## src/rtl/nsat_pkg.sv

```systemverilog
// Package: shared offsets and types for the nanosecond alarm timer.
// Assumes byte offsets on a 32-bit register bus; only exact offsets decode.
package nsat_pkg;

    localparam logic [7:0] OFF_TIME_LO  = 8'h00;
    localparam logic [7:0] OFF_TIME_HI  = 8'h04;
    localparam logic [7:0] OFF_ALRM_LO  = 8'h08;
    localparam logic [7:0] OFF_ALRM_HI  = 8'h0C;
    localparam logic [7:0] OFF_IRQ_EN   = 8'h10;
    localparam logic [7:0] OFF_DISARM   = 8'h14;
    localparam logic [7:0] OFF_STATUS   = 8'h18;
    localparam logic [7:0] OFF_ACK      = 8'h1C;

    // Register selected by the current bus address
    typedef enum logic [3:0] {
        SEL_NONE,
        SEL_TIME_LO,
        SEL_TIME_HI,
        SEL_ALRM_LO,
        SEL_ALRM_HI,
        SEL_IRQ_EN,
        SEL_DISARM,
        SEL_STATUS,
        SEL_ACK
    } reg_sel_e;

    // One-cycle action strobes produced by the decoder
    typedef struct packed {
        logic rd_time_lo;
        logic wr_time_lo;
        logic wr_time_hi;
        logic wr_alrm_lo;
        logic wr_alrm_hi;
        logic wr_irq_en;
        logic wr_disarm;
        logic wr_ack;
    } strobes_t;

endpackage

```

## src/rtl/nsat_decode.sv

```systemverilog
// Module: nsat_decode
// Decodes the bus offset into a register select and action strobes, and
// multiplexes read data. Assumes at most one of rd/wr per cycle is meaningful;
// unlisted or unaligned offsets select nothing and read as zero.
module nsat_decode
    import nsat_pkg::*;
#(
    parameter int unsigned ADDR_W = 6,
    parameter int unsigned DATA_W = 32
) (
    input  logic [ADDR_W-1:0] addr,
    input  logic              rd,
    input  logic              wr,
    input  logic [DATA_W-1:0] time_lo,
    input  logic [DATA_W-1:0] time_hi_hold,
    input  logic [DATA_W-1:0] alrm_lo,
    input  logic [DATA_W-1:0] alrm_hi,
    input  logic              irq_en,
    input  logic              running,
    output strobes_t          stb,
    output logic [DATA_W-1:0] rdata
);

    reg_sel_e sel;

    // Map the exact byte offset onto a register select
    always_comb begin
        sel = SEL_NONE;
        if      (addr == ADDR_W'(OFF_TIME_LO)) sel = SEL_TIME_LO;
        else if (addr == ADDR_W'(OFF_TIME_HI)) sel = SEL_TIME_HI;
        else if (addr == ADDR_W'(OFF_ALRM_LO)) sel = SEL_ALRM_LO;
        else if (addr == ADDR_W'(OFF_ALRM_HI)) sel = SEL_ALRM_HI;
        else if (addr == ADDR_W'(OFF_IRQ_EN))  sel = SEL_IRQ_EN;
        else if (addr == ADDR_W'(OFF_DISARM))  sel = SEL_DISARM;
        else if (addr == ADDR_W'(OFF_STATUS))  sel = SEL_STATUS;
        else if (addr == ADDR_W'(OFF_ACK))     sel = SEL_ACK;
    end

    // Turn the select plus strobes into per-register actions
    always_comb begin
        stb            = '0;
        stb.rd_time_lo = rd && (sel == SEL_TIME_LO);
        stb.wr_time_lo = wr && (sel == SEL_TIME_LO);
        stb.wr_time_hi = wr && (sel == SEL_TIME_HI);
        stb.wr_alrm_lo = wr && (sel == SEL_ALRM_LO);
        stb.wr_alrm_hi = wr && (sel == SEL_ALRM_HI);
        stb.wr_irq_en  = wr && (sel == SEL_IRQ_EN);
        stb.wr_disarm  = wr && (sel == SEL_DISARM);
        stb.wr_ack     = wr && (sel == SEL_ACK);
    end

    // Read multiplexer; write-only and unlisted offsets return zero
    always_comb begin
        rdata = '0;
        if (rd) begin
            unique case (sel)
                SEL_TIME_LO: rdata = time_lo;
                SEL_TIME_HI: rdata = time_hi_hold;
                SEL_ALRM_LO: rdata = alrm_lo;
                SEL_ALRM_HI: rdata = alrm_hi;
                SEL_IRQ_EN:  rdata = DATA_W'(irq_en);
                SEL_STATUS:  rdata = DATA_W'(running);
                default:     rdata = '0;
            endcase
        end
    end

endmodule

```

## src/rtl/nsat_count.sv

```systemverilog
// Module: nsat_count
// Free-running nanosecond count of two DATA_W halves with a high-word holding
// register for coherent two-word reads. Assumes a write hits at most one half
// per cycle; a written half takes the bus value, the other keeps its own.
module nsat_count #(
    parameter int unsigned DATA_W     = 32,
    parameter int unsigned NS_PER_CLK = 4
) (
    input  logic                clk,
    input  logic                rst_n,
    input  logic                wr_lo,
    input  logic                wr_hi,
    input  logic                snap,
    input  logic [DATA_W-1:0]   wdata,
    output logic [2*DATA_W-1:0] cnt,
    output logic [DATA_W-1:0]   hi_hold
);

    localparam int unsigned CNT_W = 2 * DATA_W;

    logic [CNT_W-1:0] cnt_q;
    logic [DATA_W-1:0] hold_q;

    // Advance the count, or replace one half of it on a software write
    always_ff @(posedge clk) begin
        if (!rst_n) begin
            cnt_q <= '0;
        end else if (wr_lo) begin
            cnt_q <= {cnt_q[CNT_W-1:DATA_W], wdata};
        end else if (wr_hi) begin
            cnt_q <= {wdata, cnt_q[DATA_W-1:0]};
        end else begin
            cnt_q <= cnt_q + CNT_W'(NS_PER_CLK);
        end
    end

    // Capture the upper half whenever software reads the lower half
    always_ff @(posedge clk) begin
        if (!rst_n) begin
            hold_q <= '0;
        end else if (snap) begin
            hold_q <= cnt_q[CNT_W-1:DATA_W];
        end
    end

    assign cnt     = cnt_q;
    assign hi_hold = hold_q;

endmodule

```

## src/rtl/nsat_alarm.sv

```systemverilog
// Module: nsat_alarm
// Alarm value, running flag, pending flag and interrupt enable. Assumes the
// count input is the registered count; arming compares the newly merged value
// against it, and a running alarm fires once the count reaches the alarm.
module nsat_alarm #(
    parameter int unsigned DATA_W = 32
) (
    input  logic                clk,
    input  logic                rst_n,
    input  logic [2*DATA_W-1:0] cnt,
    input  logic [DATA_W-1:0]   wdata,
    input  logic                wr_lo,
    input  logic                wr_hi,
    input  logic                wr_en,
    input  logic                wr_disarm,
    input  logic                wr_ack,
    output logic [2*DATA_W-1:0] alarm,
    output logic                running,
    output logic                pending,
    output logic                enable
);

    localparam int unsigned CNT_W = 2 * DATA_W;

    logic [CNT_W-1:0] alarm_q;
    logic [CNT_W-1:0] alarm_armed;
    logic             run_q;
    logic             pend_q;
    logic             en_q;
    logic             fire_run;
    logic             fire_arm;

    // Candidate alarm value when the low word is written this cycle
    always_comb alarm_armed = {alarm_q[CNT_W-1:DATA_W], wdata};

    // Firing conditions: a running alarm reached, or armed into the past
    always_comb begin
        fire_run = run_q && (cnt >= alarm_q);
        fire_arm = wr_lo && (alarm_armed <= cnt);
    end

    // Hold the alarm words as software writes them
    always_ff @(posedge clk) begin
        if (!rst_n) begin
            alarm_q <= '0;
        end else if (wr_lo) begin
            alarm_q <= alarm_armed;
        end else if (wr_hi) begin
            alarm_q <= {wdata, alarm_q[DATA_W-1:0]};
        end
    end

    // Running flag: arming decides, disarm clears, firing clears
    always_ff @(posedge clk) begin
        if (!rst_n) begin
            run_q <= 1'b0;
        end else if (wr_lo) begin
            run_q <= !fire_arm;
        end else if (wr_disarm || fire_run) begin
            run_q <= 1'b0;
        end
    end

    // Pending flag: any firing sets it, acknowledge clears it otherwise
    always_ff @(posedge clk) begin
        if (!rst_n) begin
            pend_q <= 1'b0;
        end else if (fire_run || fire_arm) begin
            pend_q <= 1'b1;
        end else if (wr_ack) begin
            pend_q <= 1'b0;
        end
    end

    // Interrupt enable keeps bit 0 of the written word
    always_ff @(posedge clk) begin
        if (!rst_n) begin
            en_q <= 1'b0;
        end else if (wr_en) begin
            en_q <= wdata[0];
        end
    end

    assign alarm   = alarm_q;
    assign running = run_q;
    assign pending = pend_q;
    assign enable  = en_q;

endmodule

```

## src/rtl/ns_alarm_timer.sv

```systemverilog
// Module: ns_alarm_timer
// Top of the nanosecond alarm timer: bus decode, count and alarm logic, and
// the level interrupt output. Assumes single-cycle 32-bit accesses; the read
// data is combinational in the cycle the read strobe is high.
module ns_alarm_timer
    import nsat_pkg::*;
#(
    parameter int unsigned DATA_W     = 32,
    parameter int unsigned ADDR_W     = 6,
    parameter int unsigned NS_PER_CLK = 4
) (
    input  logic              clk,
    input  logic              rst_n,
    input  logic [ADDR_W-1:0] bus_addr,
    input  logic              bus_rd,
    input  logic              bus_wr,
    input  logic [DATA_W-1:0] bus_wdata,
    output logic [DATA_W-1:0] bus_rdata,
    output logic              irq_o
);

    localparam int unsigned CNT_W = 2 * DATA_W;

    strobes_t          stb;
    logic [CNT_W-1:0]  cnt_w;
    logic [DATA_W-1:0] hold_w;
    logic [CNT_W-1:0]  alarm_w;
    logic              run_w;
    logic              pend_w;
    logic              en_w;

    nsat_decode #(.ADDR_W(ADDR_W), .DATA_W(DATA_W)) u_dec (
        .addr         (bus_addr),
        .rd           (bus_rd),
        .wr           (bus_wr),
        .time_lo      (cnt_w[DATA_W-1:0]),
        .time_hi_hold (hold_w),
        .alrm_lo      (alarm_w[DATA_W-1:0]),
        .alrm_hi      (alarm_w[CNT_W-1:DATA_W]),
        .irq_en       (en_w),
        .running      (run_w),
        .stb          (stb),
        .rdata        (bus_rdata)
    );

    nsat_count #(.DATA_W(DATA_W), .NS_PER_CLK(NS_PER_CLK)) u_cnt (
        .clk     (clk),
        .rst_n   (rst_n),
        .wr_lo   (stb.wr_time_lo),
        .wr_hi   (stb.wr_time_hi),
        .snap    (stb.rd_time_lo),
        .wdata   (bus_wdata),
        .cnt     (cnt_w),
        .hi_hold (hold_w)
    );

    nsat_alarm #(.DATA_W(DATA_W)) u_alm (
        .clk       (clk),
        .rst_n     (rst_n),
        .cnt       (cnt_w),
        .wdata     (bus_wdata),
        .wr_lo     (stb.wr_alrm_lo),
        .wr_hi     (stb.wr_alrm_hi),
        .wr_en     (stb.wr_irq_en),
        .wr_disarm (stb.wr_disarm),
        .wr_ack    (stb.wr_ack),
        .alarm     (alarm_w),
        .running   (run_w),
        .pending   (pend_w),
        .enable    (en_w)
    );

    // Level interrupt follows the gated pending flag
    always_comb irq_o = pend_w && en_w;

endmodule

```

## config.mk

```make
export PLATFORM = sky130hd
export DESIGN_NAME = ns_alarm_timer
export DESIGN_NICKNAME = d
export VERILOG_FILES = /design/src/rtl/nsat_pkg.sv /design/src/rtl/nsat_decode.sv /design/src/rtl/nsat_count.sv /design/src/rtl/nsat_alarm.sv /design/src/rtl/ns_alarm_timer.sv
export SDC_FILE = /design/constraint.sdc
export NUM_CORES = 1
export LEC_CHECK = 0
export ABC_AREA = 1
export ABC_CLOCK_PERIOD_IN_PS = 2600
export BUFFER_PORTS_ARGS = -buffer_cell sky130_fd_sc_hd__buf_2
export CORE_ASPECT_RATIO = 1.75
export CORE_MARGIN = 2
export CORE_UTILIZATION = 55
export DETAILED_ROUTE_END_ITERATION = 12
export PLACE_DENSITY_LB_ADDON = 0.15
export SETUP_SLACK_MARGIN = 0.1
export SLEW_MARGIN = 30
export SYNTH_ARGS = -nofsm -noshare
export SYNTH_HDL_FRONTEND = slang
export SYNTH_SLANG_ARGS = --single-unit
```

## constraint.sdc

```tcl
create_clock -name clk -period 2.6 [get_ports clk]
set_clock_uncertainty 0.2 [all_clocks]
set_input_delay 0.13 -clock clk [delete_from_list [all_inputs] [get_ports clk]]
set_output_delay 0.13 -clock clk [all_outputs]
set_load 0.005 [all_outputs]
```

==> summary.txt <==
Outcome - completed
Buffers on Ports - 74
Share of the synthesized area in the top cell type - 0.279
P_leak - 5.74 nW
Hold WC Path Type - input port to register
Post-synthesis cell type count - 40
Post-synth ARST share - 0
DIE HEIGHT - 197 um
Area Overhead vs Synth - 16.9%
Layout cells sized above 1 - 0.123
Worst Max-Slew Pin Slew - 0.710 ns
Synth Cell Area - 11700 um^2
Cells after Synth - 1705
DIE WIDTH - 114 um
Fin Setup TNS - 0 ns
FP Rows - 70
TritonCTS clock tree - yes
Reg2reg path depth - 10
Initial antenna violation count - 0
Vias per cell - 5.98
Total GRT Usage - 0.386
Synth Warn # - 0
H-tree depth - 4
VDD IR max - 416 uV
Pwr Total - 5.80 mW
Root Driver - clkbuf_16
DR vias - 12453
Max-cap violation count - 0
Syn Nets - 1876
Worst-path maximum fanout - 5
Minimum clock period - 2.39 ns
Core area - 20800 um^2
Most common cell after layout, fill and taps aside - nand2_1
EDFF count, synth - 0
Critical path class - register to register
Final net count - 1990
Worst-skew pair later-pin latency - 0.45 ns
Top-Level Pins - 75
Remaining DRCs - 0
RSZ-0062 raised after global routing - yes
Rel. slew slack - 0.526
Sequential area share after synthesis - 0.279
Longest Clk Path Bufs - 2
Number of synthesized register bits - 163
Avg Cell Area, Syn - 6.85 um^2
Wire per inst - 20.6 um
Clk slew on worst S/H paths - 0.07 ns
Top_reg_cell synth - dfxtp_1
Final GP Congestion - 1.05
Slew Limit Fails - 0
Sink Count - 163
Critical Path Start Type - register
Congestion Overflow GR - 0
Die area - 22500 um^2
DP Cell Count - 2017
Antenna Violating Nets Remaining - 0
Final Hold Vio Count - 0
CP arrival - 2.56 ns
Fillers - 1952
Drt first pass iters - 8
Crit share post-route - 0.918
Worst hold path stage count - 5
Post-synth top area cell - dfxtp_1
First-pass GRT wire length - 66800 um
Detailed Route Iter0 Violations - 924
CP endpoint kind - register
Req. time, crit path - 2.78 ns
Fin cells - 2083
Vias in the first global route - 12324
WL final - 42900 um
Core Util, Final - 0.655
Placed wire-length estimate - 32000 um
Antenna cells - 0
TritonCTS buffer count - 17
Fmax - 419 MHz
Most frequent cells in the layout - nand2_1 (256), inv_1 (225), a21oi_1 (218)
Pwr dens - 424 nW/um^2
Final Setup Violations - 0
Synth top area cells - dfxtp_1 (28%), ha_1 (14%), a21oi_1 (9.4%)
Largest net degree at the start of global routing - 115
Initial core utilization - 0.560
-- power breakdown --
part | internal, mW | switching (mW) | total [mW]
combinational | 0.225 | 0.403 | 0.628
sequential | 2.52 | 0.0291 | 2.55
clock | 1.53 | 1.09 | 2.62
total | 4.27 | 1.52 | 5.80
-- state kept, by name (all words and copies together), names as in the netlist --
| signal | count |
|---|---|
| u_alm.alarm | 64 |
| u_alm.enable | 1 |
| u_alm.pending | 1 |
| u_alm.running | 1 |
| u_cnt.cnt | 64 |
| u_cnt.hi_hold | 32 |
-- per-stage QoR --
step	hold WS, ns	worst slack [ns]	instance area [um^2]
floorplan	0.0487	0.533	11700
global placement	0.205	0.124	12700
detailed placement	0.218	0.0703	12700
CTS	0.0656	0.126	13600
global route	0.113	0.0508	13700
finish	0.0950	0.213	13700
-- area by class of cell --
class,count,area (um^2),share of cell area
Sequential cell,163,3270,0.239
Tap cell,252,315,0.0231
Clock inverter,10,134,0.00980
Multi-Input combinational cell,1229,7310,0.535
Inverter,232,871,0.0638
Timing Repair Buffer,176,1310,0.0958
Clock buffer,21,450,0.0330
-- layer usage --
layer  up-vias  track usage  part of all wire
met5         -            0                 0
met4         0        0.240             0.063
met3       141       0.0523             0.049
met2       500        0.689              0.51
met1      5809        0.425              0.38
li1       6003            -                 -
-- worst paths after layout --
kind                  start                to  slack [ns]
max reg2reg   u_cnt.cnt[45]     u_alm.pending        0.21
max           u_cnt.cnt[45]     u_alm.pending        0.21
min                  bus_rd  u_cnt.hi_hold[1]         0.1
min reg2reg  u_alm.alarm[6]    u_alm.alarm[6]        0.29
-- kinds of logic (layout without fill, tap and decap cells) --
| logic type | Yosys count | after routing | synth area share |
|---|---|---|---|
| AND/OR/NAND/NOR | 546 | 546 | 0.205 |
| adder cells (fa/ha/maj) | 129 | 129 | 0.138 |
| flip-flops | 163 | 163 | 0.279 |
| XOR/XNOR | 36 | 36 | 0.0270 |
| AO/OA/AOI/OAI | 518 | 518 | 0.248 |
| buffers and inverters | 313 | 439 | 0.103 |
-- cell usage after synthesis (5+ instances only) --
cell      count
a21oi_1     220
nor3_2        5
clkbuf_1     60
nor3_1       26
a211oi_1     30
a221oi_1     36
inv_1       226
nand2_2       6
buf_2        16
o211ai_1      7
nor2_2        7
nand3_1      53
dfxtp_1     163
nor2_4        6
nand4_1      20
nor2_1      151
xor2_1       36
nand2_1     257
o21ai_0     179
o22ai_1      32
ha_1        129
-- worst max-delay path, stage by stage, from the launching register on --
cell     delay [ns]
dfxtp_1        0.42
inv_1          0.08
ha_1           0.32
nand4_1        0.21
nor2_4         0.21
nand3_1        0.15
nor3b_2        0.29
nand4_1        0.11
nand2_1        0.09
nand2_1        0.06
a21oi_1        0.15
-- timing repair --
item | CTS | global route
setup endpoints to repair | 2 | 8
buffers inserted | 0 | 1
resized for setup | 1 | 17
hold buffers | 34 | 0
hold endpoints to repair | 127 | 0
pin swaps | 0 | 2
Note: power is estimated with default switching activity, not from simulation.
